$ cat src/rtl/ringdb_pkg.sv
`timescale 1ns/1ps
package ringdb_pkg;
  localparam int BUS_DW = 32;
  localparam int CNT_W  = 8;
  localparam int RSEL_W = 8;
  localparam int TD_BIT = 31;

  localparam logic [11:0] OFS_DOORBELL = 12'h010;
  localparam logic [11:0] OFS_OCC      = 12'h018;
  localparam logic [11:0] OFS_FREE     = 12'h01C;
  localparam logic [11:0] OFS_WIDX     = 12'h020;
  localparam logic [11:0] OFS_RIDX     = 12'h024;

  typedef enum logic [1:0] {
    MODE_RING = 2'd0,
    MODE_MSG  = 2'd1,
    MODE_CRED = 2'd2,
    MODE_QMGR = 2'd3
  } ringMode_e;

  typedef enum logic [2:0] {
    RD_NONE = 3'd0,
    RD_OCC  = 3'd1,
    RD_FREE = 3'd2,
    RD_WIDX = 3'd3,
    RD_RIDX = 3'd4
  } rdSel_e;

  // strobes from the bus decoder to the datapath
  typedef struct packed {
    logic                     dbHit;
    logic [RSEL_W-1:0]        ring;
    logic [CNT_W-1:0]         cnt;
    logic                     tdAck;
    logic [RSEL_W-1:0]        rdRing;
    rdSel_e                   rdSel;
  } dbStrobe_t;
endpackage

$ cat src/rtl/ringdb_ctrl.sv
`timescale 1ns/1ps
module ringdb_ctrl
  import ringdb_pkg::*;
#(
  parameter int NUM_RINGS = 4,
  parameter int RING_W    = 2,
  parameter int BUS_AW    = 14
) (
  input  logic [BUS_AW-1:0] busAddr,
  input  logic [BUS_DW-1:0] busWdata,
  input  logic              busWe,
  output dbStrobe_t         strb
);
  logic [11:0]       ofs;
  logic [RING_W-1:0] ringF;
  logic              inRange;
  logic              unusedWdata;

  assign ofs         = busAddr[11:0];
  assign ringF       = busAddr[12 +: RING_W];
  assign inRange     = ({1'b0, ringF} < (RING_W+1)'(NUM_RINGS));
  assign unusedWdata = ^busWdata[TD_BIT-1:CNT_W];

  always_comb begin
    strb        = '0;
    strb.ring   = RSEL_W'(ringF);
    strb.rdRing = RSEL_W'(ringF);
    strb.cnt    = busWdata[CNT_W-1:0];
    strb.tdAck  = busWdata[TD_BIT];
    strb.dbHit  = busWe && (ofs == OFS_DOORBELL) && inRange;
    strb.rdSel  = RD_NONE;
    if (inRange) begin
      case (ofs)
        OFS_OCC:  strb.rdSel = RD_OCC;
        OFS_FREE: strb.rdSel = RD_FREE;
        OFS_WIDX: strb.rdSel = RD_WIDX;
        OFS_RIDX: strb.rdSel = RD_RIDX;
        default:  strb.rdSel = RD_NONE;
      endcase
    end
  end
endmodule

$ cat src/rtl/ringdb_datapath.sv
`timescale 1ns/1ps
module ringdb_datapath
  import ringdb_pkg::*;
#(
  parameter int NUM_RINGS = 4,
  parameter int RING_W    = 2,
  parameter int ADDR_W    = 32,
  parameter int SIZE_W    = 20,
  parameter int OCC_W     = 21
) (
  input  logic                        clk,
  input  logic                        rstN,
  input  dbStrobe_t                   strb,
  input  logic                        cfgWe,
  input  logic [RING_W-1:0]           cfgRing,
  input  logic [ADDR_W-1:0]           cfgBase,
  input  logic [SIZE_W-1:0]           cfgSize,
  input  logic [2:0]                  cfgElemSize,
  input  logic [1:0]                  cfgMode,
  input  logic [NUM_RINGS-1:0]        tdownEvt,
  input  logic [NUM_RINGS-1:0]        ringClr,
  output logic [BUS_DW-1:0]           busRdata,
  output logic [NUM_RINGS*ADDR_W-1:0] wrElemAddr,
  output logic [NUM_RINGS*ADDR_W-1:0] rdElemAddr,
  output logic [NUM_RINGS-1:0]        ovfErr,
  output logic [NUM_RINGS*OCC_W-1:0]  occFlat,
  output logic [NUM_RINGS*SIZE_W-1:0] wIdxFlat,
  output logic [NUM_RINGS*SIZE_W-1:0] rIdxFlat,
  output logic [NUM_RINGS*SIZE_W-1:0] sizeFlat,
  output logic [NUM_RINGS-1:0]        tdFlag
);
  localparam int MAG_W = CNT_W + 1;

  logic [OCC_W-1:0]  occArr  [NUM_RINGS];
  logic [OCC_W-1:0]  freeArr [NUM_RINGS];
  logic [SIZE_W-1:0] wIdxArr [NUM_RINGS];
  logic [SIZE_W-1:0] rIdxArr [NUM_RINGS];
  logic [SIZE_W-1:0] sizeArr [NUM_RINGS];

  // shared index/occupancy unit: one doorbell write per cycle at most
  logic [RING_W-1:0] selR, rdR;
  logic              unusedRingHi;
  logic [CNT_W-1:0]  cnt;
  logic              isPush, isPop;
  logic [MAG_W-1:0]  mag;
  logic [SIZE_W-1:0] curIdx, selSize, nextIdx;
  logic [SIZE_W:0]   idxSum;
  logic [OCC_W-1:0]  occNext;
  logic              ovfNow;

  assign selR         = strb.ring[RING_W-1:0];
  assign rdR          = strb.rdRing[RING_W-1:0];
  assign unusedRingHi = |(strb.ring >> RING_W) | |(strb.rdRing >> RING_W);
  assign cnt          = strb.cnt;
  assign isPop        = cnt[CNT_W-1];
  assign isPush       = !cnt[CNT_W-1] && (cnt != '0);
  assign mag          = isPop ? (MAG_W'(0) - {1'b1, cnt}) : {1'b0, cnt};
  assign curIdx       = isPush ? wIdxArr[selR] : rIdxArr[selR];
  assign selSize      = sizeArr[selR];
  assign idxSum       = (SIZE_W+1)'(curIdx) + (SIZE_W+1)'(mag);
  assign nextIdx      = (selSize == '0) ? '0
                        : SIZE_W'(idxSum % (SIZE_W+1)'(selSize));
  assign occNext      = occArr[selR] + {{(OCC_W-CNT_W){cnt[CNT_W-1]}}, cnt};
  assign ovfNow       = isPush && (freeArr[selR] == '0);

  for (genvar g = 0; g < NUM_RINGS; g++) begin : gRing
    logic [ADDR_W-1:0] baseQ;
    logic [SIZE_W-1:0] sizeQ;
    logic [2:0]        eszQ;
    ringMode_e         modeQ;
    logic [OCC_W-1:0]  occQ;
    logic [SIZE_W-1:0] wIdxQ, rIdxQ;
    logic              tdQ, ovfQ;
    logic              hitDb, hitCfg;
    logic [3:0]        shamt;

    assign hitCfg = cfgWe && (cfgRing == RING_W'(g));
    assign hitDb  = strb.dbHit && (selR == RING_W'(g)) && (modeQ == MODE_RING);
    assign shamt  = {1'b0, eszQ} + 4'd2;

    always_ff @(posedge clk or negedge rstN) begin
      if (!rstN) begin
        baseQ <= '0;
        sizeQ <= '0;
        eszQ  <= '0;
        modeQ <= MODE_RING;
        occQ  <= '0;
        wIdxQ <= '0;
        rIdxQ <= '0;
        tdQ   <= 1'b0;
        ovfQ  <= 1'b0;
      end else if (hitCfg) begin
        baseQ <= cfgBase;
        sizeQ <= cfgSize;
        eszQ  <= cfgElemSize;
        modeQ <= ringMode_e'(cfgMode);
        occQ  <= '0;
        wIdxQ <= '0;
        rIdxQ <= '0;
        tdQ   <= 1'b0;
        ovfQ  <= 1'b0;
      end else if (ringClr[g]) begin
        occQ  <= '0;
        wIdxQ <= '0;
        rIdxQ <= '0;
        tdQ   <= 1'b0;
        ovfQ  <= 1'b0;
      end else begin
        if (hitDb) begin
          occQ <= occNext;
          if (isPush) wIdxQ <= nextIdx;
          if (isPop)  rIdxQ <= nextIdx;
          if (ovfNow) ovfQ  <= 1'b1;
        end
        if (tdownEvt[g])
          tdQ <= 1'b1;
        else if (hitDb && strb.tdAck)
          tdQ <= 1'b0;
      end
    end

    assign occArr[g]  = occQ;
    assign freeArr[g] = OCC_W'(sizeQ) - occQ;
    assign wIdxArr[g] = wIdxQ;
    assign rIdxArr[g] = rIdxQ;
    assign sizeArr[g] = sizeQ;

    assign wrElemAddr[g*ADDR_W +: ADDR_W] = baseQ + (ADDR_W'(wIdxQ) << shamt);
    assign rdElemAddr[g*ADDR_W +: ADDR_W] = baseQ + (ADDR_W'(rIdxQ) << shamt);
    assign ovfErr[g]                      = ovfQ;
    assign tdFlag[g]                      = tdQ;
    assign occFlat[g*OCC_W +: OCC_W]      = occQ;
    assign wIdxFlat[g*SIZE_W +: SIZE_W]   = wIdxQ;
    assign rIdxFlat[g*SIZE_W +: SIZE_W]   = rIdxQ;
    assign sizeFlat[g*SIZE_W +: SIZE_W]   = sizeQ;
  end

  always_comb begin
    busRdata = '0;
    case (strb.rdSel)
      RD_OCC:  busRdata = {tdFlag[rdR], {(TD_BIT-OCC_W){1'b0}}, occArr[rdR]};
      RD_FREE: busRdata = BUS_DW'(freeArr[rdR]);
      RD_WIDX: busRdata = BUS_DW'(wIdxArr[rdR]);
      RD_RIDX: busRdata = BUS_DW'(rIdxArr[rdR]);
      default: busRdata = '0;
    endcase
  end
endmodule

$ cat src/rtl/ringdb_top.sv
`timescale 1ns/1ps
module ringdb_top
  import ringdb_pkg::*;
#(
  parameter int NUM_RINGS = 4,
  parameter int ADDR_W    = 32,
  parameter int SIZE_W    = 20,
  localparam int RING_W   = (NUM_RINGS > 1) ? $clog2(NUM_RINGS) : 1,
  localparam int BUS_AW   = 12 + RING_W
) (
  input  logic                        clk,
  input  logic                        rstN,
  input  logic [BUS_AW-1:0]           busAddr,
  input  logic [BUS_DW-1:0]           busWdata,
  input  logic                        busWe,
  output logic [BUS_DW-1:0]           busRdata,
  input  logic                        cfgWe,
  input  logic [RING_W-1:0]           cfgRing,
  input  logic [ADDR_W-1:0]           cfgBase,
  input  logic [SIZE_W-1:0]           cfgSize,
  input  logic [2:0]                  cfgElemSize,
  input  logic [1:0]                  cfgMode,
  input  logic [NUM_RINGS-1:0]        tdownEvt,
  input  logic [NUM_RINGS-1:0]        ringClr,
  output logic [NUM_RINGS*ADDR_W-1:0] wrElemAddr,
  output logic [NUM_RINGS*ADDR_W-1:0] rdElemAddr,
  output logic [NUM_RINGS-1:0]        ovfErr
);
  localparam int OCC_W = SIZE_W + 1;

  dbStrobe_t                   strb;
  logic [NUM_RINGS*OCC_W-1:0]  occFlat;
  logic [NUM_RINGS*SIZE_W-1:0] wIdxFlat;
  logic [NUM_RINGS*SIZE_W-1:0] rIdxFlat;
  logic [NUM_RINGS*SIZE_W-1:0] sizeFlat;
  logic [NUM_RINGS-1:0]        tdFlag;

  ringdb_ctrl #(
    .NUM_RINGS(NUM_RINGS), .RING_W(RING_W), .BUS_AW(BUS_AW)
  ) u_ctrl (
    .busAddr(busAddr), .busWdata(busWdata), .busWe(busWe), .strb(strb)
  );

  ringdb_datapath #(
    .NUM_RINGS(NUM_RINGS), .RING_W(RING_W), .ADDR_W(ADDR_W),
    .SIZE_W(SIZE_W), .OCC_W(OCC_W)
  ) u_dp (
    .clk(clk), .rstN(rstN), .strb(strb),
    .cfgWe(cfgWe), .cfgRing(cfgRing), .cfgBase(cfgBase), .cfgSize(cfgSize),
    .cfgElemSize(cfgElemSize), .cfgMode(cfgMode),
    .tdownEvt(tdownEvt), .ringClr(ringClr),
    .busRdata(busRdata), .wrElemAddr(wrElemAddr), .rdElemAddr(rdElemAddr),
    .ovfErr(ovfErr), .occFlat(occFlat), .wIdxFlat(wIdxFlat),
    .rIdxFlat(rIdxFlat), .sizeFlat(sizeFlat), .tdFlag(tdFlag)
  );
endmodule

$ cat config.mk
export PLATFORM = sky130hd
export DESIGN_NAME = ringdb_top
export DESIGN_NICKNAME = d
export VERILOG_FILES = /design/src/rtl/ringdb_pkg.sv /design/src/rtl/ringdb_ctrl.sv /design/src/rtl/ringdb_datapath.sv /design/src/rtl/ringdb_top.sv
export SDC_FILE = /design/constraint.sdc
export NUM_CORES = 2
export LEC_CHECK = 0
export BUFFER_PORTS_ARGS = -buffer_cell sky130_fd_sc_hd__buf_2
export CORE_AREA = 2 2 457 323
export CTS_BUF_LIST = sky130_fd_sc_hd__clkbuf_16
export CTS_CLUSTER_SIZE = 40
export DETAILED_ROUTE_END_ITERATION = 8
export DIE_AREA = 0 0 459 325
export MAX_ROUTING_LAYER = met4
export SYNTH_ARGS = -nofsm -noshare
export SYNTH_HDL_FRONTEND = slang
export SYNTH_SLANG_ARGS = --single-unit
$ cat constraint.sdc
create_clock -name clk -period 78.5 [get_ports clk]
set_clock_uncertainty 0.1 [all_clocks]
set_input_delay 3.925 -clock clk [delete_from_list [all_inputs] [get_ports clk]]
set_output_delay 3.925 -clock clk [all_outputs]
set_load 0.05 [all_outputs]
==> summary.txt <==
GRT
  – First-pass GRT wire length: 340000 um
  – Total Routing Usage GR: 0.310
  – Total gr overflow: 0
  – Vias in the first global route: 50.6k
  – Largest net degree at the start of global routing: 147
  – Initial antenna violation count: 43

Critical path
  – Reg-to-reg endpoint: u_dp.gRing[0].wIdxQ[5]$_DFFE_PN0P_
  – Worst reg2reg path depth: 176
  – Setup slack, reg-to-reg: 22.25 ns
  – Slowest stage delay, CP: 1.05 ns
  – Worst Path Required: 78.86 ns
  – WP data arrival: 60.28 ns
  – Reg2Reg Launch Point: u_dp.gRing[1].rIdxQ[6]$_DFFE_PN0P_
  – Crit. End Element: flip-flop
  – Crit path max-delay cell type: o31ai_1
  – Critical Path Source Type: input pin
  – Critical path class: in -> reg
  – CP dominant cell by count: ha_1
  – Crit-path max FO: 26

Die
  – I/O pins: 409
  – Row Count: 117
  – Die Y: 325 um
  – Initial Util: 0.397
  – Die outline width: 459 um
  – Full die area: 149000 um2
  – Core ar.: 145000 um2

Placement
  – Port bufs: 375
  – DP Area: 61200 um2
  – Placed Cells: 8957
  – Post-DP HPWL: 187000 um
  – Gpl congestion: 1.01
  – Worst slack, placed: 20.07 ns

Synth
  – Number of synthesized flops with an enable pin: 0
  – Yosys cell types: 109
  – Most common cell in the netlist: nand2_1
  – Synth area leaders: dfrtp_1 21%, ha_1 13%, mux2_2 6.7%
  – Register area share after synthesis: 0.209
  – Area leader, netlist: dfrtp_1
  – Synth top area share: 0.209
  – Netlist Area Pre-Place: 57500 um2
  – Register bit total from synthesis: 480
  – Primary FF master, synth: dfrtp_1
  – Fraction of registers with async set/reset: 1.00
  – Post-Syn Instances: 6894
  – Mapped Avg Cell Area: 8.34 um2
  – Ys Warns: 0
  – Commonest cells post-synth: 754 x nand2_1, 611 x nor2_1, 607 x a21oi_1

Final layout
  – Final Net Count: 7836
  – Layout cells sized above 1: 0.163
  – Post-route insts no fill: 9089
  – Fin area: 63300 um2
  – Area growth syn-to-layout: 10.0%

STA
  – Final slew viol count: 0
  – RSZ-0062 raised after global routing: false
  – F_max: 0.0167 GHz
  – Slew margin rel.: 0.174
  – Least-Margin Pin Slew: 1.21 ns
  – Post-layout worst setup margin: 18.58 ns
  – Hold Vio Cnt, Final: 0
  – Final worst path period share: 0.763
  – Setup TNS Final: 0 ns
  – Final setup violation count: 0
  – Post-layout min period: 59.92 ns

Detailed routing
  – Post-route DRC: 0
  – Avg WL per Cell: 25.6 um
  – Via density: 6.13
  – Final ANT Viol Nets: 0
  – Post-Route WL: 233000 um
  – Number of DRC markers in iteration 0: 7613
  – First-pass DRT Iterations: 6
  – Vias: 55.7k

CTS
  – Worst-Skew Late Latency: 0.68 ns
  – CTS sink count: 480
  – # Post-CTS Setup Buffers: 0
  – H-tree lvl count: 2
  – CTS tree: built
  – Clock Pin Slew Worst Setup and Hold Paths: 0.07 ns
  – Clk root buf: clkbuf_16
  – Buffer levels on the longest clock path: 3
  – CTS Hold Bufs: 0
  – Number of buffers created by CTS: 56
  – Post-cts sizing count: 0

Pwr
  – Overall Power: 1.64 mW
  – VDD IR max: 0.0371 mV
  – Leakage power: 28.8 nW
  – Power Dens Cells: 26.0 nW/um2

Hold path
  – Worst hold path type: reg -> reg
  – Hold depth: 2
  – Worst Hold End: u_dp.gRing[1].ovfQ$_DFFE_PN0P_
  – Hold_sp: u_dp.gRing[1].ovfQ$_DFFE_PN0P_

Job
  – Max_cap viols: 0

Run status
  – Status: complete, no violations
-- worst max-delay path by stage --
stage | start | endpoint | slack (ns) | depth (start not counted)
floorplan | busAddr[12] | u_dp.gRing[0].rIdxQ[1]$_DFFE_PN0P_ | 29.90 | 203
global placement | busWdata[7] | u_dp.gRing[3].rIdxQ[5]$_DFFE_PN0P_ | 20.23 | 181
detailed placement | busWdata[7] | u_dp.gRing[3].rIdxQ[5]$_DFFE_PN0P_ | 20.07 | 180
CTS | busWdata[7] | u_dp.gRing[0].wIdxQ[5]$_DFFE_PN0P_ | 20.48 | 178
global route | busWdata[0] | u_dp.gRing[0].wIdxQ[5]$_DFFE_PN0P_ | 15.36 | 185
finish | busWdata[7] | u_dp.gRing[0].wIdxQ[5]$_DFFE_PN0P_ | 18.58 | 178
-- layout make-up --
type                       count  area, um2
fill                       14300      81400
multi-input combinational   5855      43300
sequential                   480      12000
timing repair buffer         448       2470
tap                         1904       2380
clock buffer                  56       1400
inverter                     270       1010
clock inverter                50        599
antenna                       26       65.1
-- power breakdown --
group          switching, mW  internal (mW)
Sequential            0.0272          0.270
Combinational          0.722          0.330
Clock                  0.129          0.166
-- layer usage --
layer | global-route usage | vias up | part of all wire
li1 | - | 25800 | -
met1 | 0.466 | 26900 | 0.47
met2 | 0.403 | 2745 | 0.39
met3 | 0.0773 | 241 | 0.12
met4 | 0.0788 | 0 | 0.025
met5 | - | - | 0
-- worst max-delay path: cells and delay by family --
kind                     cells  cell delay, ns
AND/OR/NAND/NOR             42           13.31
buffers and inverters        8            2.51
adder cells (fa/ha/maj)     22            7.35
multiplexers                 9            3.99
AO/OA/AOI/OAI               97           29.08
-- layout by cell type, fill, tap and decap left out, types with 86 or more instances in the layout --
| cell type | instances |
|---|---|
| xor2_1 | 147 |
| o21ai_1 | 86 |
| o21a_1 | 122 |
| o21ai_0 | 332 |
| ha_1 | 589 |
| mux2_2 | 342 |
| mux4_2 | 133 |
| mux2i_1 | 195 |
| nor2b_1 | 125 |
| nand2_1 | 754 |
| inv_1 | 272 |
| a21oi_1 | 607 |
| xnor2_1 | 307 |
| nor2_1 | 609 |
| nor3_1 | 142 |
| buf_2 | 372 |
| nand3_1 | 113 |
| dfrtp_1 | 473 |
| a21o_1 | 157 |
-- kinds of logic after synthesis --
family | share of synthesized area
multiplexers | 0.157
other | 0.0000652
AO/OA/AOI/OAI | 0.218
flip-flops | 0.209
buffers and inverters | 0.0396
AND/OR/NAND/NOR | 0.172
adder cells (fa/ha/maj) | 0.134
XOR/XNOR | 0.0692
-- through the flow --
stage / hold WS [ns] / utilization
2_1_floorplan: 0.364 / -
3_3_place_gp: 0.381 / 0.423
3_5_place_dp: 0.385 / 0.423
4_1_cts: 0.409 / 0.437
5_1_grt: 0.422 / 0.437
6_report: 0.407 / 0.437
-- registers in the layout (all words and copies together), names as in the netlist --
register and count:
u_dp.gRing.modeQ 8, u_dp.gRing.tdQ 4, u_dp.gRing.rIdxQ 80, u_dp.gRing.occQ 84
u_dp.gRing.baseQ 128, u_dp.gRing.wIdxQ 80, u_dp.gRing.sizeQ 80, u_dp.gRing.eszQ 12
u_dp.gRing.ovfQ 4
Note: power is estimated with default switching activity, not from simulation.
